==> src/rtl/pllcfg_pkg.sv <==
package pllcfg_pkg;
    localparam int WORD_W  = 32;
    localparam int DIV_W   = 8;
    localparam int CNT_W   = 6;
    localparam int RNG_W   = 2;
    localparam int MUL_W   = 11;
    localparam int DIV_LSB = 0;
    localparam int CNT_LSB = DIV_LSB + DIV_W;
    localparam int RNG_LSB = CNT_LSB + CNT_W;
    localparam int MUL_LSB = RNG_LSB + RNG_W;
    localparam int MRK_BIT = 29;
    localparam int RAT_W   = MUL_W + 1;

    typedef struct packed {
        logic [MUL_W-1:0] mul;
        logic [RNG_W-1:0] rng;
        logic [CNT_W-1:0] cnt;
        logic [DIV_W-1:0] div;
        logic             mrk;
    } cfg_t;

    typedef struct packed {
        cfg_t cfg;
        logic err;
    } reg_state_t;

    typedef struct packed {
        logic [CNT_W-1:0] cnt;
        logic             pend;
        logic             lock;
    } tmr_state_t;
endpackage

==> src/rtl/pllcfg_ratio_dec.sv <==
module pllcfg_ratio_dec #(
    parameter int DIV_W = 8,
    parameter int MUL_W = 11,
    localparam int RAT_W = MUL_W + 1
) (
    input  logic [DIV_W-1:0] div_f,
    input  logic [MUL_W-1:0] mul_f,
    output logic [DIV_W-1:0] div_ratio,
    output logic [RAT_W-1:0] mul_ratio,
    output logic             active,
    output logic             div_zero,
    output logic             div_bypass
);
    always_comb begin
        active     = (mul_f != '0);
        div_zero   = (div_f == '0);
        div_bypass = (div_f == DIV_W'(1));
        div_ratio  = div_f;
        mul_ratio  = active ? ({1'b0, mul_f} + RAT_W'(1)) : '0;
    end

    always_comb begin
        if (div_zero) assert (div_ratio == '0) else $error("a_r2_zero_ratio");
        if (!active)  assert (mul_ratio == '0) else $error("a_r3_idle_ratio");
    end
endmodule

==> src/rtl/pllcfg_lock_timer.sv <==
module pllcfg_lock_timer
    import pllcfg_pkg::*;
(
    input  logic             clk,
    input  logic             rst_n,
    input  logic             slow_tick,
    input  logic             restart,
    input  logic             run_ok,
    input  logic [CNT_W-1:0] load_val,
    output logic             lock
);
    tmr_state_t st_d, st_q;

    always_comb begin
        st_d = st_q;
        if (restart) begin
            st_d.lock = 1'b0;
            st_d.pend = 1'b1;
            st_d.cnt  = '0;
        end else if (!run_ok) begin
            st_d.lock = 1'b0;
            st_d.pend = 1'b0;
            st_d.cnt  = '0;
        end else if (slow_tick) begin
            if (st_q.pend) begin
                st_d.pend = 1'b0;
                if (load_val <= CNT_W'(1)) st_d.lock = 1'b1;
                else                       st_d.cnt  = load_val - CNT_W'(1);
            end else if (!st_q.lock && st_q.cnt != '0) begin
                if (st_q.cnt == CNT_W'(1)) begin
                    st_d.lock = 1'b1;
                    st_d.cnt  = '0;
                end else begin
                    st_d.cnt = st_q.cnt - CNT_W'(1);
                end
            end
        end
    end

    always_ff @(posedge clk or negedge rst_n) begin
        if (!rst_n) st_q <= '0;
        else        st_q <= st_d;
    end

    assign lock = st_q.lock;

    a_r6_write_clears: assert property (@(posedge clk) disable iff (!rst_n)
        restart |=> !lock);
    a_r7_idle_no_lock: assert property (@(posedge clk) disable iff (!rst_n)
        (!run_ok && !restart) |=> !lock);
    a_r4_rise_on_tick: assert property (@(posedge clk) disable iff (!rst_n)
        (!lock && !slow_tick) |=> !lock);
    a_r10_lock_holds: assert property (@(posedge clk) disable iff (!rst_n)
        (lock && run_ok && !restart) |=> lock);
endmodule

==> src/rtl/pllcfg_top.sv <==
module pllcfg_top
    import pllcfg_pkg::*;
(
    input  logic              clk,
    input  logic              rst_n,
    input  logic              slow_tick,
    input  logic              wr_en,
    input  logic [WORD_W-1:0] wr_data,
    input  logic              rd_sel,
    output logic [WORD_W-1:0] rd_data,
    output logic              pll_lock,
    output logic              pll_active,
    output logic              div_zero,
    output logic              div_bypass,
    output logic [DIV_W-1:0]  div_ratio,
    output logic [RAT_W-1:0]  mul_ratio,
    output logic              cfg_err
);
    reg_state_t st_d, st_q;

    always_comb begin
        st_d = st_q;
        if (wr_en) begin
            st_d.cfg.div = wr_data[DIV_LSB +: DIV_W];
            st_d.cfg.cnt = wr_data[CNT_LSB +: CNT_W];
            st_d.cfg.rng = wr_data[RNG_LSB +: RNG_W];
            st_d.cfg.mul = wr_data[MUL_LSB +: MUL_W];
            st_d.cfg.mrk = wr_data[MRK_BIT];
            if (!wr_data[MRK_BIT]) st_d.err = 1'b1;
        end
    end

    always_ff @(posedge clk or negedge rst_n) begin
        if (!rst_n) st_q <= '0;
        else        st_q <= st_d;
    end

    pllcfg_ratio_dec #(.DIV_W(DIV_W), .MUL_W(MUL_W)) u_dec (
        .div_f      (st_q.cfg.div),
        .mul_f      (st_q.cfg.mul),
        .div_ratio  (div_ratio),
        .mul_ratio  (mul_ratio),
        .active     (pll_active),
        .div_zero   (div_zero),
        .div_bypass (div_bypass)
    );

    pllcfg_lock_timer u_tmr (
        .clk       (clk),
        .rst_n     (rst_n),
        .slow_tick (slow_tick),
        .restart   (wr_en),
        .run_ok    (pll_active && !div_zero),
        .load_val  (st_q.cfg.cnt),
        .lock      (pll_lock)
    );

    assign cfg_err = st_q.err;

    always_comb begin
        rd_data = '0;
        if (rd_sel) begin
            rd_data[0] = pll_lock;
            rd_data[1] = st_q.err;
            rd_data[2] = pll_active;
        end else begin
            rd_data[DIV_LSB +: DIV_W] = st_q.cfg.div;
            rd_data[CNT_LSB +: CNT_W] = st_q.cfg.cnt;
            rd_data[RNG_LSB +: RNG_W] = st_q.cfg.rng;
            rd_data[MUL_LSB +: MUL_W] = st_q.cfg.mul;
            rd_data[MRK_BIT]          = st_q.cfg.mrk;
        end
    end

    a_r8_err_sticky: assert property (@(posedge clk) disable iff (!rst_n)
        cfg_err |=> cfg_err);
    a_r8_err_sets: assert property (@(posedge clk) disable iff (!rst_n)
        (wr_en && !wr_data[MRK_BIT]) |=> cfg_err);
    a_r1_hold_no_write: assert property (@(posedge clk) disable iff (!rst_n)
        !wr_en |=> $stable(st_q.cfg));
endmodule

==> config.mk <==
export PLATFORM = sky130hd
export DESIGN_NAME = pllcfg_top
export DESIGN_NICKNAME = d
export VERILOG_FILES = /design/src/rtl/pllcfg_pkg.sv /design/src/rtl/pllcfg_ratio_dec.sv /design/src/rtl/pllcfg_lock_timer.sv /design/src/rtl/pllcfg_top.sv
export SDC_FILE = /design/constraint.sdc
export NUM_CORES = 1
export LEC_CHECK = 0
export BUFFER_PORTS_ARGS = -buffer_cell sky130_fd_sc_hd__clkbuf_2
export CAP_MARGIN = 0
export CORE_MARGIN = 1.5
export CORE_UTILIZATION = 52
export DETAILED_ROUTE_END_ITERATION = 8
export PLACE_DENSITY_LB_ADDON = 0.25
export SYNTH_ARGS = -nofsm -noshare
export SYNTH_HDL_FRONTEND = slang
export SYNTH_SLANG_ARGS = --single-unit
==> constraint.sdc <==
create_clock -name clk -period 3.9 [get_ports clk]
set_input_delay 0.39 -clock clk [delete_from_list [all_inputs] [get_ports clk]]
set_output_delay 0.39 -clock clk [all_outputs]
set_load 0.01 [all_outputs]
==> impl_summary.log <==
[metrics] most common cell in the netlist: dfrtp_1
[metrics] height of the chip: 69.0 µm
[metrics] via density per instance: 5.26
[metrics] Core Footprint: 4090 µm²
[metrics] starting utilization of the core area: 55.4%
[metrics] slew of the pin with the lowest slew margin: 0.923 ns
[metrics] NetSw: 308 µW
[metrics] clock buffer count from CTS: 5
[metrics] input/output buffers: 85
[metrics] number of setup buffers added after CTS: 0
[metrics] Critical R2R Launch: st_q[12]$_DFFE_PN0P_
[metrics] Final Net Count: 344
[metrics] total negative setup slack: 0 ns
[metrics] R2R depth: 5
[metrics] top cell types by occurrence after synthesis: dfrtp_1, mux2_2, nor2b_1
[metrics] worst IR drop on VDD: 0.197 mV
[metrics] maximum number of pins on one net before global-route repair: 38
[metrics] routed wire length per instance: 14.1 µm
[metrics] area grow syn2layout: 19.4%
[metrics] achievable frequency: 405 MHz
[metrics] total grt overflow: 0
[metrics] sequential standard cell area: 926 µm²
[metrics] Power Density: 363 nW/µm²
[metrics] setup repair after global routing missed its margin: no
[metrics] root buffer cell: clkbuf_8
[metrics] overall track demand over capacity in global routing: 22.0%
[metrics] clock skew: 0.00616 ns
[metrics] number of antenna violations at the first check in global routing: 0
[metrics] floorplan die width: 69.0 µm
[metrics] Sw Ratio: 31.3%
[metrics] Fillers: 339
[metrics] Req. time, crit path: 3.51 ns
[metrics] worst hold-check path type: input pin to asynchronous set/reset pin
[metrics] total vias in the final route: 1847
[metrics] Internal: 675 µW
[metrics] first element of the critical path: st_q[18]$_DFFE_PN0P_
[metrics] final routed wirelength across all metal layers: 4960 µm
[metrics] number of storage elements in the synthesis netlist: 37
[metrics] H-tree depth: 2
[metrics] run status: complete, no violations
[metrics] count of flip-flops with a built-in enable after synthesis: 0
[metrics] share of the synthesized area in the top cell type: 40.9%
[metrics] largest area contributor in the synthesized netlist: dfrtp_1
[metrics] TritonCTS clock tree: done
[metrics] number of instances resized during post-cts repair: 0
[metrics] total power: 983 µW
[metrics] Crit Path Category: register to primary output
[metrics] FF-to-FF End: u_tmr.st_q[3]$_DFFE_PN0P_
[metrics] number of setup violations in the final report: 0
[metrics] number of nets still failing antenna checks after routing: 0
[metrics] fraction of layout cells with a size suffix above 1: 40.9%
[metrics] count of standard-cell rows: 23
[metrics] portion of total power attributed to the clock network: 26.0%
[metrics] Max Root-Sink Buffers: 2
[metrics] initial drt markers: 113
[metrics] dominant register cell in the synthesized netlist: dfrtp_1
[metrics] Hold Buf Count CTS: 0
[metrics] Max-cap violations: 0
[metrics] async set-reset flop share out of synthesis: 100%
[metrics] die outline area: 4760 µm²
[metrics] Placer Congestion: 0.846
[metrics] Yosys warnings: 0
[metrics] portion of total power attributed to combinational logic: 26.5%
[metrics] Detailed Place HPWL: 3560 µm
[metrics] arrival time reported for the critical path endpoint: 2.08 ns
[metrics] Final Hold Violating Endpoints: 0
[metrics] I/O pin count: 94
[metrics] Post-Synthesis Cells: 227
[metrics] critical-path maximum fanout: 6
[metrics] leakage: 0.00134 µW
[metrics] end of the critical path: mul_ratio[1]
[metrics] biggest area contributors in the synthesized netlist: dfrtp_1, mux2_2, nor2b_1
[metrics] register-to-register setup slack: 1.90 ns
[metrics] Reg power frac: 47.6%
[metrics] shortest clock period the worst path allows after layout: 2.47 ns
[metrics] register area share after synthesis: 40.9%
[metrics] fin crit share: 63.2%
[metrics] number of antenna repair diodes: 0
[metrics] post-synthesis cell type count: 39
[metrics] global-route wire length before repair: 7780 µm
[metrics] average cell area after synthesis: 9.98 µm²
[metrics] endpoint class of the critical path: primary output
[metrics] total area of multi-input combinational cells: 1170 µm²
[metrics] clock latency on the worst-skew pair: 0.28 ns
[metrics] worst slew slack as a fraction of its limit: 38.5%
[metrics] number of global-route vias before repair: 1699
[metrics] count of unresolved DRC violations after routing: 0
[metrics] Critical Path Source Type: register
[metrics] clock sink total: 37
[metrics] number of search-and-repair iterations in the first detailed-routing pass: 4
[metrics] count of pins over their slew limit: 0
[metrics] clock transition time at the flip-flop clock pins of the worst setup and hold paths: 0.07 ns
[metrics] cell area after technology mapping: 2260 µm²
stage by stage:
stage	instance area, µm²	utilization [%]	instances	worst slack, ns	hold WS (ns)
6_report	2710	66.2	351	1.43	0.228
2_1_floorplan	2280	-	230	2.11	0.0944
5_1_grt	2710	66.2	351	1.28	0.314
4_1_cts	2710	66.2	351	1.49	0.263
3_3_place_gp	2630	64.2	343	1.87	0.476
3_5_place_dp	2630	64.2	343	1.80	0.481
registers in the layout, indices dropped and copies added (netlist names):
register and count:
u_tmr.lock 1, st_q 28, cfg_err 1, u_tmr.st_q 7
kinds of logic after synthesis:
logic type / Yosys count / share of synthesized area, %
AOI/OAI and AO/OA: 27 / 8.62
xor gates and xnor gates: 13 / 5.03
adders and majority gates: 7 / 3.87
buffers and inverters: 32 / 7.79
DFF: 37 / 40.9
muxes: 28 / 13.8
other: 1 / 0.166
and+or+nand+nor: 82 / 19.8
per-layer routing:
layer  GRT usage, %  vias up  share of wire, %
met5              0        -                 0
met4           4.90        0              0.77
met3           6.01        6               5.6
met2           36.4       58                50
met1           28.7      877                44
li1               -      906                 -
cells in the final DEF, fill, tap and decap left out, types with 3 or more instances in the layout:
master     n
dfrtp_1   37
nand2_1    8
nor2b_1   22
inv_1     10
a21o_1     3
xor2_1     4
ha_1       7
o21ai_0    6
mux2_2    26
and3_1     6
clkbuf_1   3
xnor2_1    9
clkbuf_8   5
conb_1     4
nor2_1    18
nand3_1    8
a21oi_1    6
clkbuf_2  85
nor3_1     7
worst max-delay path: stages, from the launching register on:
cell      delay [ns]
dfrtp_1         0.45
inv_1           0.12
ha_1            0.16
nor4b_1         0.33
and4_1          0.35
inv_1           0.10
and2_1          0.16
clkbuf_2        0.12
area by class of cell:
type                    count  area share [%]
multi-input cells         161            43.4
flip-flops and latches     37            34.2
repair buffers             85            15.7
clock buffers               8            2.96
well taps                  50            2.31
inverters                  10            1.39
power by group through the flow:
stage,Combinational (µW),Clock (µW),Sequential [µW]
after floorplan,191,0,460
final,260,255,467
after detailed placement,260,0,473
after global routing,290,284,474
after CTS,263,265,466
after global placement,255,0,472
how the worst min path moves through the flow:
stage,slack [ns],cells after the start,from,end
finish,0.23,1,rst_n,u_tmr.st_q[5]$_DFFE_PN0P_
global route,0.31,1,rst_n,u_tmr.st_q[5]$_DFFE_PN0P_
CTS,0.26,1,rst_n,u_tmr.st_q[5]$_DFFE_PN0P_
detailed placement,0.48,1,cfg_err$_DFFE_PN0P_,cfg_err$_DFFE_PN0P_
global placement,0.48,1,cfg_err$_DFFE_PN0P_,cfg_err$_DFFE_PN0P_
floorplan,0.09,0,rst_n,cfg_err$_DFFE_PN0P_
Power figures use the tool's default switching activity.
